<file path="src/rtl/clkrst_pkg.sv">
package clkrst_pkg;
    localparam int unsigned DATA_W = 16;
    localparam int unsigned ADDR_W = 3;

    typedef enum logic [2:0] {
        PERF_BEST   = 3'd0,
        PERF_HIGH   = 3'd1,
        PERF_MID    = 3'd2,
        PERF_LOW    = 3'd3,
        PERF_LOWPWR = 3'd4
    } perf_e;

    localparam logic [ADDR_W-1:0] A_GATE_ON  = 3'd0;
    localparam logic [ADDR_W-1:0] A_GATE_OFF = 3'd1;
    localparam logic [ADDR_W-1:0] A_RST      = 3'd2;
    localparam logic [ADDR_W-1:0] A_CTRL     = 3'd3;
    localparam logic [ADDR_W-1:0] A_AUD      = 3'd4;
    localparam logic [ADDR_W-1:0] A_STAT     = 3'd5;
    localparam logic [ADDR_W-1:0] A_PM       = 3'd6;

    localparam int unsigned SEL0_BIT = 4;
    localparam int unsigned SEL1_BIT = 5;
endpackage

</file>
<file path="src/rtl/clk_gate_bank.sv">
module clk_gate_bank #(
    parameter int unsigned      NUM     = 16,
    parameter logic [NUM-1:0]   HW_MASK = '0
) (
    input  logic           clk,
    input  logic           rst_n,
    input  logic           set_we,
    input  logic           clr_we,
    input  logic [NUM-1:0] mask,
    output logic [NUM-1:0] gate
);
    localparam logic [NUM-1:0] SW_MASK = ~HW_MASK;

    logic [NUM-1:0] gate_d, gate_q;

    always_comb begin
        gate_d = gate_q;
        if (set_we) gate_d = gate_d | (mask & SW_MASK);
        if (clr_we) gate_d = gate_d & ~(mask & SW_MASK);
        gate_d = gate_d | HW_MASK;
    end

    always_ff @(posedge clk or negedge rst_n) begin
        if (!rst_n) gate_q <= HW_MASK;
        else        gate_q <= gate_d;
    end

    assign gate = gate_q;


    p_set_on_r1: assert property (@(posedge clk) disable iff (!rst_n)
        set_we |=> ((gate_q & $past(mask) & SW_MASK) == ($past(mask) & SW_MASK)));

    p_clr_off_r2: assert property (@(posedge clk) disable iff (!rst_n)
        clr_we |=> ((gate_q & $past(mask) & SW_MASK) == '0));

    p_hw_owned_r3: assert property (@(posedge clk) disable iff (!rst_n)
        (gate_q & HW_MASK) == HW_MASK);
endmodule

</file>
<file path="src/rtl/pll_lock_timer.sv">
module pll_lock_timer #(
    parameter int unsigned LOCK_CYCLES = 6
) (
    input  logic clk,
    input  logic rst_n,
    input  logic restart,
    output logic locked
);
    localparam int unsigned CNT_W = $clog2(LOCK_CYCLES + 1);

    logic [CNT_W-1:0] cnt_d, cnt_q;

    always_comb begin
        cnt_d = cnt_q;
        if (restart)           cnt_d = CNT_W'(LOCK_CYCLES);
        else if (cnt_q != '0)  cnt_d = cnt_q - 1'b1;
    end

    always_ff @(posedge clk or negedge rst_n) begin
        if (!rst_n) cnt_q <= '0;
        else        cnt_q <= cnt_d;
    end

    assign locked = (cnt_q == '0);


    p_lock_drop_r8: assert property (@(posedge clk) disable iff (!rst_n)
        restart |=> !locked);
endmodule

</file>
<file path="src/rtl/clkrst_ctrl.sv">
module clkrst_ctrl
    import clkrst_pkg::*;
#(
    parameter int unsigned        NUM_CLK     = 16,
    parameter int unsigned        NUM_RST     = 16,
    parameter logic [NUM_CLK-1:0] HW_MASK     = 16'h0300,
    parameter logic [NUM_RST-1:0] RST_IMPL    = 16'hFFF7,
    parameter int unsigned        LOCK_CYCLES = 6
) (
    input  logic               clk,
    input  logic               rst_n,
    input  logic               wr_en,
    input  logic [ADDR_W-1:0]  addr,
    input  logic [DATA_W-1:0]  wdata,
    output logic [DATA_W-1:0]  rdata,
    output logic [NUM_CLK-1:0] clk_en,
    output logic [NUM_RST-1:0] rst_hold,
    output logic [2:0]         perf_level,
    output logic               osc_on,
    output logic [1:0]         aud_clk_en,
    output logic               pm_en
);
    typedef struct packed {
        logic [NUM_RST-1:0] rst;
        perf_e              perf;
        logic [1:0]         sel;
        logic [1:0]         aud;
        logic               pm;
        logic               osc;
    } regs_t;

    localparam regs_t RESET_VAL = '{rst: RST_IMPL, perf: PERF_BEST,
                                    sel: 2'b00, aud: 2'b00, pm: 1'b0, osc: 1'b0};

    regs_t r_d, r_q;
    logic  gate_set_we, gate_clr_we, restart_lock, locked;

    assign gate_set_we  = wr_en && (addr == A_GATE_ON);
    assign gate_clr_we  = wr_en && (addr == A_GATE_OFF);
    assign restart_lock = wr_en && (addr == A_CTRL) && (wdata[2:0] != r_q.perf);

    clk_gate_bank #(.NUM(NUM_CLK), .HW_MASK(HW_MASK)) u_gates (
        .clk(clk), .rst_n(rst_n), .set_we(gate_set_we), .clr_we(gate_clr_we),
        .mask(wdata[NUM_CLK-1:0]), .gate(clk_en)
    );

    pll_lock_timer #(.LOCK_CYCLES(LOCK_CYCLES)) u_lock (
        .clk(clk), .rst_n(rst_n), .restart(restart_lock), .locked(locked)
    );

    always_comb begin
        r_d = r_q;
        if (wr_en) begin
            case (addr)
                A_RST:  r_d.rst = wdata[NUM_RST-1:0] & RST_IMPL;
                A_CTRL: begin
                    r_d.perf = perf_e'(wdata[2:0]);
                    r_d.sel  = {wdata[SEL1_BIT], wdata[SEL0_BIT]};
                end
                A_AUD:  r_d.aud = wdata[1:0];
                A_PM:   r_d.pm  = wdata[0];
                default: ;
            endcase
        end
        r_d.osc = |r_d.sel;
    end

    always_ff @(posedge clk or negedge rst_n) begin
        if (!rst_n) r_q <= RESET_VAL;
        else        r_q <= r_d;
    end

    always_comb begin
        rdata = '0;
        case (addr)
            A_GATE_ON, A_GATE_OFF: rdata[NUM_CLK-1:0] = clk_en;
            A_RST:  rdata[NUM_RST-1:0] = r_q.rst;
            A_CTRL: begin
                rdata[2:0]      = r_q.perf;
                rdata[SEL0_BIT] = r_q.sel[0];
                rdata[SEL1_BIT] = r_q.sel[1];
            end
            A_AUD:  rdata[1:0] = r_q.aud;
            A_STAT: rdata[0]   = locked;
            A_PM:   rdata[0]   = r_q.pm;
            default: ;
        endcase
    end

    assign rst_hold   = r_q.rst;
    assign perf_level = r_q.perf;
    assign osc_on     = r_q.osc;
    assign aud_clk_en = r_q.aud;
    assign pm_en      = r_q.pm;


    p_rst_impl_r5: assert property (@(posedge clk) disable iff (!rst_n)
        (rst_hold & ~RST_IMPL) == '0);

    p_osc_drop_r9: assert property (@(posedge clk) disable iff (!rst_n)
        $fell(osc_on) |-> (r_q.sel == 2'b00));

    p_osc_rise_r9: assert property (@(posedge clk) disable iff (!rst_n)
        $rose(osc_on) |-> (r_q.sel != 2'b00));
endmodule

</file>
<file path="config.mk">
export PLATFORM = sky130hd
export DESIGN_NAME = clkrst_ctrl
export DESIGN_NICKNAME = d
export VERILOG_FILES = /design/src/rtl/clkrst_pkg.sv /design/src/rtl/clk_gate_bank.sv /design/src/rtl/pll_lock_timer.sv /design/src/rtl/clkrst_ctrl.sv
export SDC_FILE = /design/constraint.sdc
export NUM_CORES = 1
export LEC_CHECK = 0
export BUFFER_PORTS_ARGS = -buffer_cell sky130_fd_sc_hd__buf_2
export CAP_MARGIN = 20
export CELL_PAD_IN_SITES_DETAIL_PLACEMENT = 0
export CELL_PAD_IN_SITES_GLOBAL_PLACEMENT = 2
export CORE_AREA = 2 2 77 98
export DETAILED_ROUTE_END_ITERATION = 16
export DIE_AREA = 0 0 79 100
export PLACE_DENSITY_LB_ADDON = 0.25
export SLEW_MARGIN = 15
export SYNTH_ARGS = -nofsm -noshare
export SYNTH_HDL_FRONTEND = slang
export SYNTH_HIERARCHICAL = 1
export SYNTH_SLANG_ARGS = --single-unit
</file>
<file path="constraint.sdc">
create_clock -name clk -period 2.8 [get_ports clk]
set_input_delay 0.42 -clock clk [delete_from_list [all_inputs] [get_ports clk]]
set_output_delay 0.42 -clock clk [all_outputs]
set_load 0.01 [all_outputs]
</file>
==> metrics, run 1 <==
status=completed; # port buffers=73; sequential area share after synthesis=46.5%; total CTS buffers=5; number of max-cap violations=0; Post-synth ARST share=100%; hpwl dp=3930 um; peak supply drop=0.332 mV; Area contributors post-synth=dfrtp_1, dfstp_2, a21oi_1; drt first pass iters=4; Slew @ Worst Pin=924 ps; Hold Path Class=input pin to async pin; setup repair after global routing missed its margin=false; Final Skew=0.468 ps; antenna cells=0; syn avg cell area=10.6 um2; post-route ant nets=0; Finished Layout Cells=358; initial antenna violation count=0; Slowest cell on crit path=dfrtp_1; grt ovf=0; crit-path cells=inv_1 > ha_1 > nor2b_4 > mux2i_1 > a211oi_1 > a21o_1 > buf_2; cells after synthesis=211; layout cells sized above 1=48.1%; Synth Register Bits=41; CP Capture Type=primary output; Cell variety after synth=31; Final Setup Violations=0; Synth top cells by count=a21oi_1, dfrtp_1, buf_4, nor2_1; CP arrival=1700 ps; largest buffer count on any clock path=2; crit path time final=2120 ps; first-pass GRT wire length=8560 um; final WL=5450 um; postcts setup bufs=0; full die area=7900 um2; wire length per cell=15.2 um; Place WS=861 ps; # placed instances=350; core area=7090 um2; # resized after CTS=0; pin count of the biggest net entering global routing=42; EDFF count, synth=0; Initial Utilization=31.7%; Worst-Skew Late Latency=290 ps; H-tree depth=2; startpoint types=register; Reg2Reg Depth=4; most common flop cell mapped by yosys=dfrtp_1; setup TNS=0 ps; mapped cell area=2250 um2; f_max=471 MHz; Max-slew headroom=38.4%; post-synth top area cell=dfrtp_1; WP depth=7; final hold vios=0; Max FO, Critical Path=3; io pins=77; fillers=747; gp weighted congestion=0.718; TritonCTS clock tree=built; Final Cycle Share=75.8%; Post-route DRC=0; Hold Buf Count CTS=0; Cell Pwr Density=723 nW/um2; Design Power=0.00191 W; yosys warns=6; crit path kind=register to primary output; Vias=1656; Sink Count=41; number of global-route vias before repair=1590; Bufs and invs on worst path=2; Worst-path clk slew=80 ps; CTS Root Cell=clkbuf_8; vias per std cell=4.63; leak pwr=1.26 nW; CP Data Required Time=2380 ps; area grow syn2layout=17.9%; final setup margin=677 ps; most frequent cell after synthesis=a21oi_1; top cell type's share of synthesized area=29.0%; Vert. Die Dim=100 um; Slew Limit Fails=0; initial DRC count=77; CP peak stage delay=390 ps; Total GRT Usage=14.1%; CP delay by family, top=flip-flops; chip width=79 um; Nets=289; row cnt=35; FF-to-FF setup slack=1370 ps
[per-layer routing]
metal | global-route usage (%) | routed length (um) | vias up
met5 | 0 | 0 | -
met4 | 4.77 | 70 | 0
met3 | 3.51 | 277 | 6
met2 | 24.1 | 2800 | 48
met1 | 17.5 | 2300 | 791
li1 | - | - | 811
[sequential cells by signal, indices dropped and copies added (netlist names)]
| register | flops |
|---|---|
| r_q | 2 |
| aud_clk_en | 2 |
| perf_level | 3 |
| osc_on | 1 |
| u_gates/gate | 14 |
| u_lock/cnt_q | 3 |
| rst_hold | 15 |
| pm_en | 1 |
[cell usage in the layout, fill, tap and decap left out, types with 4 or more instances in the layout]
master and instances:
mux2_4 11, nor2b_1 15, mux2_2 13, buf_2 73, nor2_1 18, dfstp_2 15
mux2i_1 6, a21oi_1 39, clkbuf_8 6, a211oi_1 4, dfrtp_1 26, buf_4 7
[cell type report]
type / count / area [um2] / area share, %
Sequential cell: 41 / 1040 / 39.5
Multi-Input combinational cell: 134 / 968 / 36.6
Timing Repair Buffer: 80 / 418 / 15.8
Tap cell: 92 / 115 / 4.35
Clock buffer: 8 / 90.1 / 3.40
Inverter: 3 / 11.3 / 0.425
[stage by stage]
step	cell area, um2	util [%]	hold WS [ps]
2_1_floorplan	2250	-	124
3_3_place_gp	2560	36.0	519
3_5_place_dp	2560	36.0	525
4_1_cts	2650	37.3	294
5_1_grt	2650	37.3	313
6_report	2650	37.3	254
[report_power, final]
group	internal, W	total, W	switching [W]
logic	0.000325	0.000623	0.000298
clock network	0.000201	0.000400	0.000199
registers	0.000774	0.000891	0.000117
total	0.00130	0.00191	0.000614
[kinds of logic after synthesis]
family	synth area share, %
AOI/OAI and AO/OA	12.1
xor gates and xnor gates	1.17
adders and majority gates	1.11
buffers and inverters	11.0
DFF	46.5
muxes	16.5
other	0.334
and+or+nand+nor	11.3
[worst paths after layout]
| path | endpoint | startpoint |
|---|---|---|
| setup / recovery | rdata[0] | u_lock/cnt_q[0] |
| hold / removal | u_gates/gate[12] | rst_n |
| setup reg to reg | u_lock/cnt_q[0] | perf_level[0] |
| hold reg to reg | aud_clk_en[0] | aud_clk_en[0] |
| max in group asynchronous | u_lock/cnt_q[2] | rst_n |
| min in group clk | u_gates/gate[3] | wdata[3] |
No activity file was read; power rests on OpenSTA's default activity.
==> run 2, diff against run 1 <==
CORE_AREA = 2 2 85 107   (was 2 2 77 98)
DIE_AREA = 0 0 87 109   (was 0 0 79 100)
clock period = 1.76 ns   (was 2.8 ns; I/O delays follow)
==> metrics, run 2 (same netlist as run 1, synthesis figures left out) <==
status=finished with violations; failing checks=negative setup slack; met2 WL=2900 um; final setup margin=-48.0 ps; Final Setup Violations=2; H-tree depth=2; r2r endpoint=u_lock/cnt_q[2]; setup repair after global routing missed its margin=true; CP arrival=1540 ps; wire length per cell=15.4 um; CTS Root Cell=clkbuf_8; pin count of the biggest net entering global routing=42; crit path kind=register to primary output; peak supply drop=0.531 mV; hold path start=wdata[3]; gp weighted congestion=0.735; fillers=882; row cnt=38; drt first pass iters=4; CP delay by family, top=flip-flops; area grow syn2layout=27.6%; crit-path cells=inv_2 > ha_4 > nor2b_4 > mux2i_1 > a211oi_2 > a21o_1 > buf_2; Hold Path Class=input pin to register; io pins=77; antenna cells=0; Post-route DRC=0; startpoint types=register; setup TNS=-95.6 ps; number of global-route vias before repair=1727; Nets=304; Slew Limit Fails=0; post-route ant nets=0; f_max=553 MHz; chip width=87 um; # port buffers=73; vias per std cell=4.53; largest buffer count on any clock path=2; number of flip-flops in the largest register=15; Bufs and invs on worst path=2; leak pwr=1.36 nW; crit path time final=1810 ps; CP peak stage delay=380 ps; # placed instances=364; Max-slew headroom=66.8%; Cell Pwr Density=1230 nW/um2; Max FO, Critical Path=3; final WL=5870 um; Final Cycle Share=103%; Final Skew=8.74 ps; Worst-path clk slew=90 ps; FF-to-FF setup slack=-50 ps; full die area=9480 um2; wire length on met3=207 um; top routing layer in use=met4; grt ovf=0; initial DRC count=62; CP Data Required Time=1500 ps; Slew @ Worst Pin=495 ps; Initial Utilization=26.4%; hold endpoint=u_gates/gate[3]; Vert. Die Dim=109 um; worst hold path cell count=2; total CTS buffers=5; Total GRT Usage=12.8%; commonest non-fill, non-tap cell in the layout=buf_2; number of max-cap violations=0; core area=8510 um2; Sink Count=41; Vias=1727; Post-Route M1 WL=2700 um; final hold vios=0; Worst-Skew Late Latency=290 ps; Reg2Reg Depth=10; layout cells sized above 1=53.0%; Finished Layout Cells=381; CP Capture Type=primary output; hpwl dp=4340 um; initial antenna violation count=0; most frequent cells in the layout=buf_2, a21oi_1, dfrtp_1; TritonCTS clock tree=built; first-pass GRT wire length=9320 um; Slowest cell on crit path=dfrtp_1; reg2reg start=u_lock/cnt_q[0]
-- run 2: changes by cell type in the layout (fill, tap and decap cells not counted), sizes merged --
cell and delta:
clkbuf -3, buf +14, inv +1, dlygate4sd3 +1, bufinv +2
-- run 2: worst max path at each step --
stage,from,endpoint,slack [ps],cells after the start
after floorplan,addr[1],u_lock/cnt_q[0],240,5
after global placement,u_lock/cnt_q[0],rdata[0],170,7
after detailed placement,u_lock/cnt_q[0],rdata[0],110,7
after CTS,u_lock/cnt_q[0],rdata[0],-90,7
after global routing,u_lock/cnt_q[0],rdata[0],-150,7
final,u_lock/cnt_q[0],rdata[0],-50,7
-- run 2: metrics by stage --
| step | instance area [um2] | hold WS (ps) | power (W) | util (%) | worst slack, ps |
|---|---|---|---|---|---|
| 2_1_floorplan | 2250 | -31.6 | 0.00218 | - | 244 |
| 3_3_place_gp | 2640 | 255 | 0.00246 | 31.0 | 168 |
| 3_5_place_dp | 2640 | 266 | 0.00247 | 31.0 | 108 |
| 4_1_cts | 2860 | 133 | 0.00358 | 33.6 | -92.6 |
| 5_1_grt | 2870 | 151 | 0.00378 | 33.7 | -151 |
| 6_report | 2870 | 146 | 0.00354 | 33.7 | -48.0 |
-- run 2: power breakdown --
group,switching (W),internal (W)
clock,0.000349,0.000571
sequential,0.000198,0.00123
combinational,0.000527,0.000657
total,0.00108,0.00246
-- run 2: area by class of cell --
cell class | instances | area [um2] | share of cell area [%]
Multi-Input combinational cell | 134 | 988 | 34.5
Inverter | 3 | 11.3 | 0.393
Timing Repair Buffer | 95 | 558 | 19.5
Clock inverter | 3 | 68.8 | 2.40
Tap cell | 100 | 125 | 4.37
Clock buffer | 5 | 68.8 | 2.40
Sequential cell | 41 | 1040 | 36.5
-- run 2: metal layers --
layer / vias up / GRT usage, %
met5: - / 0
met4: 0 / 4.58
met3: 6 / 2.88
met2: 42 / 21.1
met1: 838 / 16.2
li1: 841 / -
-- run 2: what timing repair did --
action                     CTS  global route
setup buffers                8             0
gates resized for setup      5             1
hold buffers                 1             0
pin swaps                    2             0
hold endpoints to repair    26             0
setup endpoints to repair    1             2
